## src/rtl/rdq_train_pkg.sv

```systemverilog
package rdq_train_pkg;
  localparam int CLK_N = 15;
  localparam int DQS_N = 7;
  localparam int CLK_W = 6;
  localparam int DQS_W = 4;
  localparam int CI_W = $clog2(CLK_N);
  localparam int DI_W = $clog2(DQS_N);
  localparam int CNT_W = $clog2(DQS_N + 1);
  localparam int CLK_ZERO_IDX = 7;
  localparam int DQS_ZERO_IDX = 3;

  typedef enum logic [2:0] {
    S_IDLE, S_SETTLE, S_CLR, S_GO, S_WAIT, S_PICK_C, S_PICK_D, S_FINISH
  } st_t;

  typedef enum logic [1:0] {PH_GRID, PH_LINE, PH_LAST} ph_t;

  function automatic logic [CLK_W-1:0] clk_code_of(input logic [CI_W-1:0] i);
    case (i)
      4'd0: return 6'h07;
      4'd1: return 6'h06;
      4'd2: return 6'h05;
      4'd3: return 6'h04;
      4'd4: return 6'h03;
      4'd5: return 6'h02;
      4'd6: return 6'h01;
      4'd7: return 6'h00;
      4'd8: return 6'h08;
      4'd9: return 6'h10;
      4'd10: return 6'h18;
      4'd11: return 6'h20;
      4'd12: return 6'h28;
      4'd13: return 6'h30;
      4'd14: return 6'h38;
      default: return 6'h00;
    endcase
  endfunction

  function automatic logic [DQS_W-1:0] dqs_code_of(input logic [DI_W-1:0] i);
    case (i)
      3'd0: return 4'h3;
      3'd1: return 4'h2;
      3'd2: return 4'h1;
      3'd3: return 4'h0;
      3'd4: return 4'hE;
      3'd5: return 4'hD;
      3'd6: return 4'hC;
      default: return 4'h0;
    endcase
  endfunction

  // Centre of window [lo,hi] among n candidates, biased toward an open end.
  function automatic int centre_idx(input int lo, input int hi, input int n);
    int m;
    m = (lo + hi) >> 1;
    if (hi == n - 1 && lo > 0) m = (n + m) >> 1;
    else if (hi < n - 1 && lo == 0) m = m >> 1;
    return m;
  endfunction
endpackage

```

## src/rtl/rdq_cycle_timer.sv

```systemverilog
module rdq_cycle_timer #(
  parameter int W = 8
) (
  input  logic         clk,
  input  logic         rst_n,
  input  logic         clr,
  output logic [W-1:0] cnt
);
  always_ff @(posedge clk or negedge rst_n) begin
    if (!rst_n) cnt <= '0;
    else if (clr) cnt <= '0;
    else if (cnt != {W{1'b1}}) cnt <= cnt + 1'b1;
  end
endmodule

```

## src/rtl/rdq_window_pick.sv

```systemverilog
module rdq_window_pick
  import rdq_train_pkg::*;
#(
  parameter int N  = 15,
  parameter int CW = 3,
  parameter int IW = $clog2(N)
) (
  input  logic [N*CW-1:0] counts,
  output logic            found,
  output logic [IW-1:0]   pick
);
  logic [CW-1:0] best;
  int lo, hi, c;

  always_comb begin
    best = '0;
    for (int i = 0; i < N; i++)
      if (counts[i*CW +: CW] > best) best = counts[i*CW +: CW];
    lo = 0;
    hi = 0;
    for (int i = N - 1; i >= 0; i--)
      if (best != '0 && counts[i*CW +: CW] == best) lo = i;
    for (int i = 0; i < N; i++)
      if (best != '0 && counts[i*CW +: CW] == best) hi = i;
    c = centre_idx(lo, hi, N);
    if (counts[c*CW +: CW] < best) c = lo;
    found = (best != '0);
    pick = IW'(c);
  end
endmodule

```

## src/rtl/rdq_train_ctl.sv

```systemverilog
module rdq_train_ctl
  import rdq_train_pkg::*;
#(
  parameter int SETTLE_CYC = 100,
  parameter int TMO_CYC    = 1000
) (
  input  logic             clk,
  input  logic             rst_n,
  input  logic             start,
  input  logic             test_done,
  input  logic             test_pass,
  output logic             test_go,
  output logic             fail_clr,
  output logic [CLK_W-1:0] clk_code,
  output logic [DQS_W-1:0] dqs_code,
  output logic             busy,
  output logic             done,
  output logic             pass,
  output logic [CI_W-1:0]  clk_idx,
  output logic [DI_W-1:0]  dqs_idx
);
  localparam int TMAX = (SETTLE_CYC > TMO_CYC) ? SETTLE_CYC : TMO_CYC;
  localparam int TW   = $clog2(TMAX + 1);

  st_t st;
  ph_t ph;
  logic [CI_W-1:0]  ci;
  logic [DI_W-1:0]  di;
  logic [CNT_W-1:0] gcnt [CLK_N];
  logic [DQS_N-1:0] line_pass;
  logic             done_q, pass_q;

  // Named internal events
  logic [TW-1:0]          tmr;
  logic                   tmr_clr, settle_end, wait_tmo, last_dqs, last_clk;
  logic [CLK_N*CNT_W-1:0] gcnt_flat;
  logic                   clk_found, dqs_found;
  logic [CI_W-1:0]        clk_pick;
  logic [DI_W-1:0]        dqs_pick;

  assign tmr_clr    = (st != S_SETTLE && st != S_WAIT) || (st == S_WAIT && test_done);
  assign settle_end = (st == S_SETTLE) && (tmr == TW'(SETTLE_CYC - 1));
  assign wait_tmo   = (st == S_WAIT) && !test_done && (tmr == TW'(TMO_CYC - 1));
  assign last_dqs   = (di == DI_W'(DQS_N - 1));
  assign last_clk   = (ci == CI_W'(CLK_N - 1));

  rdq_cycle_timer #(.W(TW)) u_tmr (
    .clk(clk), .rst_n(rst_n), .clr(tmr_clr), .cnt(tmr)
  );

  for (genvar g = 0; g < CLK_N; g++) begin : g_pack
    assign gcnt_flat[g*CNT_W +: CNT_W] = gcnt[g];
  end

  rdq_window_pick #(.N(CLK_N), .CW(CNT_W), .IW(CI_W)) u_pick_clk (
    .counts(gcnt_flat), .found(clk_found), .pick(clk_pick)
  );

  rdq_window_pick #(.N(DQS_N), .CW(1), .IW(DI_W)) u_pick_dqs (
    .counts(line_pass), .found(dqs_found), .pick(dqs_pick)
  );

  always_ff @(posedge clk or negedge rst_n) begin
    if (!rst_n) begin
      st        <= S_IDLE;
      ph        <= PH_GRID;
      ci        <= '0;
      di        <= '0;
      line_pass <= '0;
      done_q    <= 1'b0;
      pass_q    <= 1'b0;
      for (int i = 0; i < CLK_N; i++) gcnt[i] <= '0;
    end else begin
      case (st)
        S_IDLE, S_FINISH: begin
          if (start) begin
            st        <= S_SETTLE;
            ph        <= PH_GRID;
            ci        <= '0;
            di        <= '0;
            line_pass <= '0;
            done_q    <= 1'b0;
            pass_q    <= 1'b0;
            for (int i = 0; i < CLK_N; i++) gcnt[i] <= '0;
          end
        end
        S_SETTLE: if (settle_end) st <= S_CLR;
        S_CLR:    st <= S_GO;
        S_GO:     st <= S_WAIT;
        S_WAIT: begin
          if (test_done) begin
            case (ph)
              PH_GRID: begin
                if (test_pass) gcnt[ci] <= gcnt[ci] + 1'b1;
                if (!last_dqs) begin
                  di <= di + 1'b1;
                  st <= S_SETTLE;
                end else begin
                  di <= '0;
                  if (!last_clk) begin
                    ci <= ci + 1'b1;
                    st <= S_SETTLE;
                  end else st <= S_PICK_C;
                end
              end
              PH_LINE: begin
                line_pass[di] <= test_pass;
                if (!last_dqs) begin
                  di <= di + 1'b1;
                  st <= S_SETTLE;
                end else st <= S_PICK_D;
              end
              default: begin
                pass_q <= test_pass;
                done_q <= 1'b1;
                st     <= S_FINISH;
              end
            endcase
          end else if (wait_tmo) begin
            pass_q <= 1'b0;
            done_q <= 1'b1;
            st     <= S_FINISH;
          end
        end
        S_PICK_C: begin
          st <= S_SETTLE;
          if (clk_found) begin
            ci <= clk_pick;
            di <= '0;
            ph <= PH_LINE;
          end else begin
            ci <= CI_W'(CLK_ZERO_IDX);
            di <= DI_W'(DQS_ZERO_IDX);
            ph <= PH_LAST;
          end
        end
        S_PICK_D: begin
          st <= S_SETTLE;
          ph <= PH_LAST;
          if (dqs_found) di <= dqs_pick;
          else begin
            ci <= CI_W'(CLK_ZERO_IDX);
            di <= DI_W'(DQS_ZERO_IDX);
          end
        end
        default: st <= S_IDLE;
      endcase
    end
  end

  assign fail_clr = (st == S_CLR);
  assign test_go  = (st == S_GO);
  assign busy     = (st != S_IDLE) && (st != S_FINISH);
  assign done     = done_q;
  assign pass     = pass_q;
  assign clk_idx  = ci;
  assign dqs_idx  = di;
  assign clk_code = clk_code_of(ci);
  assign dqs_code = dqs_code_of(di);
endmodule

```

## config.mk

```make
export PLATFORM = sky130hd
export DESIGN_NAME = rdq_train_ctl
export DESIGN_NICKNAME = d
export VERILOG_FILES = /design/src/rtl/rdq_train_pkg.sv /design/src/rtl/rdq_cycle_timer.sv /design/src/rtl/rdq_window_pick.sv /design/src/rtl/rdq_train_ctl.sv
export SDC_FILE = /design/constraint.sdc
export NUM_CORES = 1
export LEC_CHECK = 0
export ABC_AREA = 1
export BUFFER_PORTS_ARGS = -buffer_cell sky130_fd_sc_hd__buf_2
export CORE_MARGIN = 5
export CORE_UTILIZATION = 40
export CTS_BUF_LIST = sky130_fd_sc_hd__clkbuf_4 sky130_fd_sc_hd__clkbuf_8
export DETAILED_ROUTE_END_ITERATION = 8
export REMOVE_ABC_BUFFERS = 1
export SETUP_SLACK_MARGIN = 0.3
export SLEW_MARGIN = 20
export SYNTH_ARGS = -nofsm -noshare
export SYNTH_HDL_FRONTEND = slang
export SYNTH_SLANG_ARGS = --single-unit
```

## constraint.sdc

```tcl
create_clock -name clk -period 58.8 [get_ports clk]
set_clock_uncertainty 0.1 [all_clocks]
set_input_delay 11.76 -clock clk [delete_from_list [all_inputs] [get_ports clk]]
set_output_delay 11.76 -clock clk [all_outputs]
set_load 0.02 [all_outputs]
```

# After elaboration in Yosys (flattened, before gate mapping)
# Memories as Yosys holds them, arrays and structs flattened.
# Cells that the tools add are included.
[classes]
addsub = 8
multipliers = 1
magnitude_cmp = 32
eq_ne = 57
shift = 2
mux = 128
bitwise_logic = 1
reduce_logical = 57
[ops]
columns = ["cell", "n"]
rows = [
  ["$mux 32", 11],
  ["$mux 45", 4],
  ["$mux 31", 4],
  ["$mux 4", 30],
  ["$mux 3", 36],
  ["$pmux 45 s2", 1],
  ["$logic_not 32->1", 2],
  ["$bwmux 45", 1],
  ["$eq 3x3->1", 15],
  ["$shiftx 45x32->3", 1],
  ["$gt 3x3->1", 14],
  ["$logic_and 1x1->1", 34],
  ["$add 3x31->32 const A", 1],
  ["$add 32x32->32", 1],
  ["$add 4x31->32 const A", 1],
  ["$eq 32x4->1 const B", 1],
  ["$gt 32x1->1 const B", 1],
  ["$lt 32x4->1 const B", 1],
  ["$mul 31x2->32 const B", 1],
  ["$shiftx 7x32->1", 1],
  ["$pmux 4 s6", 1],
  ["$eq 3x3->1 const B", 7],
  ["$mux 7", 3],
  ["$mux 10", 2],
  ["54 further kinds", 112],
]
[word_totals]
reg_bits = 76
romBits = 96
inputBits = 5
output_inout_bits = 22
mem_count = 1
[mem_list]
columns = ["name", "words", "word_bits", "read_ports", "rd_ports_with_merged_regs", "write_ports", "line_no", "source"]
rows = [
  ["(no name shown)", 16, 6, 1, 0, 0, "rdq_train_pkg.sv:19", "case (i)"],
]

# Longest topological paths before layout
# Gate-level depths: netlist (run 1).
[logic_depth]
ltp_word = 57
mapped_depth = 176
depth_no_buf = 174

# Cells and area by module
# Synthesis (run 1) repeated with hierarchy kept, for this count alone.
[unflattened]
hier_cells = 1675
hier_area_um2 = 10214.8
[by_module_without_submodules]
columns = ["mod", "n_inst", "cells_each", "area_each_um2"]
rows = [
  ["rdq_window_pick at u_pick_clk", 1, 906, 4914.7],
  ["rdq_train_ctl", 1, 599, 4165.2],
  ["rdq_cycle_timer", 1, 74, 599.3],
  ["rdq_window_pick at u_pick_dqs", 1, 96, 535.5],
]

# Least setup slack after synthesis (run 1)
# No wires, ideal clock.
[synth_path]
path_type = "reg-to-reg"
from = "register gcnt[44] (netlist bit)"
to = "register ci[0], in the netlist clk_idx[0]"
setup_ps = 116
arrival_ps = 19808
t_required_ps = 58584
slack_ps = 38775
stages_incl_launch_ff = 160
path_buffers = 4
period_less_slack_ps = 20025
path_cell_list = "dfrtp_1 inv_1 ha_1 a21oi_2 nand2_2 nand3_1 nand2_1 ha_1 nand2_1 nor2_1 nor2_2 inv_2 nand2_2 nand3_2 nand2_1 inv_1 ha_1 nand2_1 [... 124 more ...] fa_1 buf_2 inv_1 clkbuf_1 o21ai_0 o211ai_1 o211ai_1 nand3_1 o31ai_1 ha_1 a21oi_1 nand2_4 nand2_1 nand3_1 nand2_1 nand2_1 nand2_1 nand2_1"
[synth_between]
elab_chain_cells = 57
[synth_lines]
columns = ["item", "line_no", "source"]
rows = [
  ["start: declaration", "rdq_train_ctl.sv:29", "logic [CNT_W-1:0] gcnt [CLK_N];"],
  ["start signal: indexed assignment", "rdq_train_ctl.sv:94", "if (test_pass) gcnt[ci] <= gcnt[ci] + 1'b1;"],
  ["branches (longest 55 deep; another with $gt 3x1->1)", "-", ""],
  ["$mux 4 *", "rdq_train_ctl.sv:127", "if (clk_found) begin"],
  ["$pmux 4 s4 *", "rdq_train_ctl.sv:74", "case (st)"],
  ["end signal: assignment", "rdq_train_ctl.sv:128", "ci <= clk_pick;"],
  ["end signal: assignment", "rdq_train_ctl.sv:132", "ci <= CI_W'(CLK_ZERO_IDX);"],
  ["end signal: assignment", "rdq_train_ctl.sv:142", "ci <= CI_W'(CLK_ZERO_IDX);"],
  ["end: declaration", "rdq_train_ctl.sv:27", "logic [CI_W-1:0] ci;"],
]
# Every way passes the cells marked *.
# A chain may end at the register's enable or synchronous reset.

# Worst setup path in the final report (run 1)
[layout_path]
from = "register gcnt[43] (netlist bit)"
to = "register ci[2], in the netlist clk_idx[2]"
# Same word-level chain as after synthesis.

==> results.md, run 1 <==
* Result of the run: finished clean
* Most frequent cells in the layout: sky130_fd_sc_hd__nand2_1 (395), sky130_fd_sc_hd__nand3_1 (207), sky130_fd_sc_hd__inv_1 (183)
* DP HPWL at 23,500 um
* Count of nets left with antenna violations after detail routing at 0
* Die Wd at between 150 and 200 um
* Number of core rows at 55
* Worst Hold Class: reg2reg
* Slowest library cell on the worst path: sky130_fd_sc_hd__fa_1
* Number of H-tree levels at 3
* Worst-Skew Late Latency at 0.38 ns
* Maximum buffer depth of the clock tree at 2
* Detailed-router iteration count before antenna repair at 5
* Worst-path maximum fanout at 64
* Synthesized cell area at 9310 um2
* Critical path class: reg2reg
* Number of hold buffers added after cts at 0
* Clock Sinks at 76
* DRC viols at 0
* Number of synthesized flops with an enable pin at 0
* Number of setup violations in the final report at 0
* RSZ-0062 raised after global routing: false
* Final number of hold-violating endpoints at 0
* Global-route wire length before repair at ~51,000 um
* Overall overflow remaining after global route at 0
* Antenna cells at 0
* DR vias/cell at ~5.6
* Data required, critical path at 58.97 ns
* Type of element capturing the critical path: register
* Antenna violations before repair at 0
* Async S/R FF share, synth at 100%
* Standard cell core area at 22,800 um2
* Via count at 10,200
* Multi-input gate area in the final layout at approximately 6400 um2
* Cts bufs inserted at 9
* Worst stage delay on the critical path at 0.92 ns
* Number of buffers added on ports at 26
* Leading cell type in the layout, fill and taps excluded: sky130_fd_sc_hd__nand2_1
* Max frequency at 0.0408 GHz
* Routed length per placed instance at 17.2 um
* Final net count at 1,567
* Number of global-route vias before repair at 9,581
* Setup_tns at 0 ns
* Total area of sequential cells at 1900 um2
* Initial DRC count at 1,027
* Synth Instances at 1,499
* Worst path most repeated cell: sky130_fd_sc_hd__nand2_1
* Clock tree from TritonCTS: built
* Worst-case headroom to the max-slew limit at 34.0%
* Warning count from the yosys run at 0
* Height of the chip at 163 um
* #FFs+latches synth at 76
* WL final at between 30,000 and 40,000 um
* Max Cap Viol at 0
* Number of cells upsized or downsized after cts at 0
* Worst Path Arrival at around 25 ns
* Synth Flop Type: sky130_fd_sc_hd__dfrtp_1
* Average instance area after synthesis at 6.21 um2
* Root buffer cell: sky130_fd_sc_hd__clkbuf_8
* Worst-Margin Slew at 0.987 ns
* # Post-CTS Setup Buffers at 0
* Number of distinct library cells after synthesis at 50
* Clock transition at the registers of the reported paths at 0.09 ns
* Initial core utilization at 40.9%
* Die Area at around 26,000 um2
* Fill cell total of the finished layout at around 2,500
* Fraction of final layout cells with drive strength greater than 1 at 8.48%
* Global routing usage summed across all routing layers at 23.5%
* Largest net degree at the start of global routing at 70
* Sequential area share after synthesis at 20.4%
* Max Slew Vio Count at 0
* I/O pins at 27
* Final weighted congestion of routability-driven global placement at 0.985
* Final min period at 24.52 ns
* Kind of start point of the critical path: register
* Area growth from synthesis to layout at 5.45%
* Final worst path period share at 41.7%
[cell usage after synthesis (4+ instances only)]
library cell | instances | area (um2)
sky130_fd_sc_hd__buf_2 | 8 | 40.0
sky130_fd_sc_hd__o22ai_1 | 12 | 75.1
sky130_fd_sc_hd__o31ai_1 | 6 | 45.0
sky130_fd_sc_hd__o21ai_0 | 129 | 646
sky130_fd_sc_hd__inv_2 | 10 | 37.5
sky130_fd_sc_hd__o21ai_2 | 5 | 43.8
sky130_fd_sc_hd__a31oi_1 | 28 | 175
sky130_fd_sc_hd__nand4_1 | 9 | 56.3
sky130_fd_sc_hd__a211oi_1 | 5 | 37.5
sky130_fd_sc_hd__o211ai_1 | 19 | 143
sky130_fd_sc_hd__clkbuf_1 | 29 | 109
sky130_fd_sc_hd__xor2_1 | 26 | 228
sky130_fd_sc_hd__nand2_2 | 14 | 87.6
sky130_fd_sc_hd__ha_1 | 66 | 826
sky130_fd_sc_hd__nand2_4 | 6 | 67.6
sky130_fd_sc_hd__dfrtp_1 | 76 | 1900
sky130_fd_sc_hd__nor2_2 | 4 | 25.0
sky130_fd_sc_hd__nor3_1 | 23 | 115
sky130_fd_sc_hd__o221ai_1 | 11 | 96.3
sky130_fd_sc_hd__inv_1 | 183 | 687
sky130_fd_sc_hd__nand3_1 | 207 | 1040
sky130_fd_sc_hd__o21ai_1 | 12 | 60.1
sky130_fd_sc_hd__nor2_1 | 88 | 330
sky130_fd_sc_hd__nand3_2 | 25 | 250
sky130_fd_sc_hd__nand2_1 | 395 | 1480
sky130_fd_sc_hd__a21oi_1 | 61 | 305
[metrics by stage]
| step | hold slack, ns | instances | instance area, um2 | setup WS (ns) | utilization, % |
|---|---|---|---|---|---|
| 3_5_place_dp | 0.374 | 1795 | 9640 | 34.61 | 42.3 |
| 4_1_cts | 0.399 | 1811 | 9820 | 34.52 | 43.1 |
| 2_1_floorplan | 0.366 | 1450 | 9060 | 38.00 | - |
| 5_1_grt | 0.430 | 1811 | 9820 | 31.65 | 43.1 |
| 6_report | 0.397 | 1811 | 9820 | 34.28 | 43.1 |
| 3_3_place_gp | 0.373 | 1795 | 9640 | 35.13 | 42.3 |
[registers in the layout (all words and copies together) (netlist names)]
name,count
gcnt,45
u_tmr.cnt,10
line_pass,7
clk_idx,4
dqs_idx,3
st,3
ph,2
done,1
pass,1
[cell type report]
class                   instances  share of cell area, %
flip-flops and latches         76                   19.4
repair buffers                 32                   1.81
multi-input cells            1179                   65.5
clock inverters                 6                  0.408
clock buffers                  10                   1.40
inverters                     195                   7.48
well taps                     313                   3.99
[final timing paths]
| check | slack (ns) | cells after the start | to | start |
|---|---|---|---|---|
| max in group asynchronous | 46.39 | 2 | gcnt[6] | rst_n |
| setup / recovery | 34.28 | 154 | clk_idx[2] | gcnt[43] |
| setup reg to reg | 34.28 | 154 | clk_idx[2] | gcnt[43] |
| min in group asynchronous | 11.07 | 1 | line_pass[0] | rst_n |
| hold reg to reg | 0.40 | 2 | done | done |
| hold / removal | 0.40 | 2 | done | done |
[worst max-delay path, delay by kind of cell (launching register included)]
| kind | cells | cell delay, ns |
|---|---|---|
| AOI/OAI and AO/OA | 26 | 5.13 |
| xor gates and xnor gates | 1 | 0.30 |
| adders and majority gates | 19 | 6.24 |
| buffers and inverters | 30 | 3.91 |
| DFF | 1 | 0.49 |
| and+or+nand+nor | 78 | 8.23 |
[per-layer routing]
layer / routed length (um) / up-vias / GRT usage, %
li1: - / 5038 / -
met1: 14600 / 4738 / 34.2
met2: 13400 / 399 / 36.2
met3: 2230 / 53 / 3.21
met4: 804 / 0 / 7.28
met5: 0 / - / 0
[cells by family (layout without fill, tap and decap cells)]
kind of cell    count (synthesis)  in the layout  synth area share (%)
fa+ha+maj                      69             69                  9.51
buf+inv                       244            243                  10.6
simple gates                  780            780                  38.0
xor+xnor                       27             27                  2.54
compound gates                303            303                  18.9
flops                          76             76                  20.4
Power of run 1 is left out: the tool's default activity adds up to more than one toggle a clock period on the data nets, which glitch-free logic cannot reach.
==> run 2, diff against run 1 <==
Settings changed: ABC_AREA 1 to 0.
Clock period 58.8 ns to 20.1 ns, I/O delays scaled along.
==> run 2 against run 1 <==
Against the previous run: sequential share of layout area decreased by 5.2 points; critical path depth fell by 41; cell count barely moved; hold slack improved by 0.011 ns; synthesized cell count decreased by 20%; maximum frequency is 13% higher; the flow now finishes with violations (setup timing); first-iteration DRC count down 13%; register-to-register slack worse by 36 ns; wire length up 12%; area after synthesis grew 2.5%; die area rose by 2.4%; global-route usage grew 1.1 points.
==> results.md, run 2 <==
* Type of element capturing the critical path: register
* Max Cap Viol at 0
* Top cells by area, synth: sky130_fd_sc_hd__dfrtp_1 (20%), sky130_fd_sc_hd__ha_1 (8.7%), sky130_fd_sc_hd__mux4_2 (8.5%), sky130_fd_sc_hd__nand2_1 (6.8%), sky130_fd_sc_hd__o21ai_0 (5.7%)
* Top register by number of flip-flops: gcnt
* DRC viols at 0
* Synth Flop Type: sky130_fd_sc_hd__dfrtp_1
* Area growth from synthesis to layout at 40.9%
* Maximum buffer depth of the clock tree at 2
* Post-placement cell area at 11,600 um2
* Final number of hold-violating endpoints at 0
* Kind of start point of the critical path: register
* Registers with the highest flip-flop counts: gcnt (45), u_tmr.cnt (10), line_pass (7)
* Count of nets left with antenna violations after detail routing at 0
* RSZ-0062 raised after global routing: true
* Die Wd at 164 um
* Number of distinct library cells after synthesis at 98
* Sequential area share after synthesis at 19.9%
* Clock Sinks at 76
* Slowest library cell on the worst path: sky130_fd_sc_hd__fa_1
* Clock transition at the registers of the reported paths at 0.09 ns
* Cts bufs inserted at 9
* Layout Cells excl Fill at between 1,500 and 2,000
* Worst Hold Class: reg2reg
* Worst-path maximum fanout at 8
* WL final at 34,900 um
* Overall overflow remaining after global route at 0
* Result of the run: finished, violations left
* Max Slew Vio Count at 0
* Number of buffers added on ports at 26
* Worst Path Arrival at 21.84 ns
* Final weighted congestion of routability-driven global placement at 0.932
* Internal reg-to-reg setup slack at -1.61 ns
* Average instance area after synthesis at 7.94 um2
* Number of synthesized flops with an enable pin at 0
* Fraction of final layout cells with drive strength greater than 1 at 38.3%
* Most frequent cells in the layout: sky130_fd_sc_hd__buf_4 (296), sky130_fd_sc_hd__nand2_1 (167), sky130_fd_sc_hd__o21ai_0 (95)
* DR vias/cell at 5.89
* Fill cell total of the finished layout at ~2,100
* Detailed-router iteration count before antenna repair at 6
* Antenna violations before repair at 1
* Worst-case headroom to the max-slew limit at 35.3%
* Die Area at 27,100 um2
* Worst stage delay on the critical path at 0.52 ns
* Number of setup violations in the final report at 4
* Clock tree from TritonCTS: built
* Final min period at approximately 22 ns
* Final worst path period share at 108%
* Number of global-route vias before repair at 10,400
* #FFs+latches synth at 76
* Routed length per placed instance at 19.3 um
* Synthesized cell area at between 9000 and 10,000 um2
* Worst-Skew Late Latency at 0.37 ns
* Synth Instances at between 1,000 and 1,500
* Share of Yosys cell area claimed by the top area cell type at 19.9%
* Worst path most repeated cell: sky130_fd_sc_hd__ha_4
* Final std cell area, no fill at 13,400 um2
* Setup_tns at -6.17 ns
* Leading cell type in the layout, fill and taps excluded: sky130_fd_sc_hd__buf_4
* Worst-Margin Slew at just under 1 ns
* Dominant cell by count in the synthesized netlist: sky130_fd_sc_hd__nand2_1
* Standard cell core area at 23,500 um2
* Dpl ws at -2.46 ns
* Violations in the final reports: setup timing
* Height of the chip at approximately 160 um
* Final net count at about 1,600
* Critical path class: reg2reg
* Most common library cells after synthesis: sky130_fd_sc_hd__nand2_1 (172), sky130_fd_sc_hd__o21ai_0 (109), sky130_fd_sc_hd__nor2_1 (102)
* Antenna cells at 0
* Cell count after placement at 1,710
* I/O pins at 27
* Data required, critical path at 20.23 ns
* Initial core utilization at 40.7%
* Global-route wire length before repair at 53,600 um
* Warning count from the yosys run at 0
* Async S/R FF share, synth at 100%
* Number of H-tree levels at 3
* Max frequency at 0.0461 GHz
* Initial DRC count at 897
* Via count at roughly 11,000
* Biggest area consumer among synthesized cells: sky130_fd_sc_hd__dfrtp_1
* Max reg flops at 45
* Min setup slack post-route at -1.61 ns
* Number of core rows at 56
* Largest net degree at the start of global routing at 77
* Global routing usage summed across all routing layers at 24.6%
* DP HPWL at ~24,000 um
* Root buffer cell: sky130_fd_sc_hd__clkbuf_8
run 2: cell type report:
type | instances | area [um2] | area share [%]
well taps | 319 | 399 | 2.97
clock buffers | 9 | 124 | 0.921
multi-input cells | 1002 | 8090 | 60.1
inverters | 62 | 239 | 1.78
flip-flops and latches | 76 | 1900 | 14.1
repair buffers | 337 | 2570 | 19.1
clock inverters | 7 | 123 | 0.912
run 2: metrics by stage:
step,hold slack [ns],util [%]
3_3_place_gp,0.388,49.2
4_1_cts,0.418,54.5
6_report,0.408,57.3
2_1_floorplan,0.396,-
3_5_place_dp,0.395,49.2
5_1_grt,0.466,57.3
run 2: cells by family after synthesis:
| logic type | synth area share, % |
|---|---|
| AOI/OAI and AO/OA | 25.5 |
| xor gates and xnor gates | 4.67 |
| DFF | 19.9 |
| and+or+nand+nor | 21.6 |
| adders and majority gates | 9.28 |
| buffers and inverters | 5.28 |
| muxes | 13.7 |
run 2: critical path, delay by kind of cell (launching register included):
family	cells	cell delay (ns)
XOR/XNOR	3	0.50
buffers and inverters	17	2.04
AO/OA/AOI/OAI	35	6.74
multiplexers	10	2.50
adder cells (fa/ha/maj)	19	5.04
AND/OR/NAND/NOR	29	4.13
flip-flops	1	0.42
run 2: what timing repair did:
item / in CTS / in global routing
hold buffers: 0 / 0
gates cloned: 0 / 0
endpoints found under the setup margin: 4 / 4
pin swaps: 90 / 91
buffers inserted: 57 / 29
gates resized for setup: 118 / 85
run 2: path summary, 6_finish.rpt:
path | startpoint | endpoint | depth (start not counted)
worst max-delay path | gcnt[41] | clk_idx[0] | 113
max in group asynchronous | rst_n | gcnt[43] | 1
min in group asynchronous | rst_n | ph[0] | 1
worst max register to register | gcnt[41] | clk_idx[0] | 113
worst min register to register | done | done | 1
worst min-delay path | done | done | 1
run 2: routing by layer:
metal  vias up  track usage (%)  share of wire [%]
li1       4984                -                  -
met1      5144             31.5                 41
met2       445             43.1                 49
met3        97             3.02                6.1
met4         0             8.05                3.3
met5         -                0                  0
Power of run 2 is left out for the same reason.
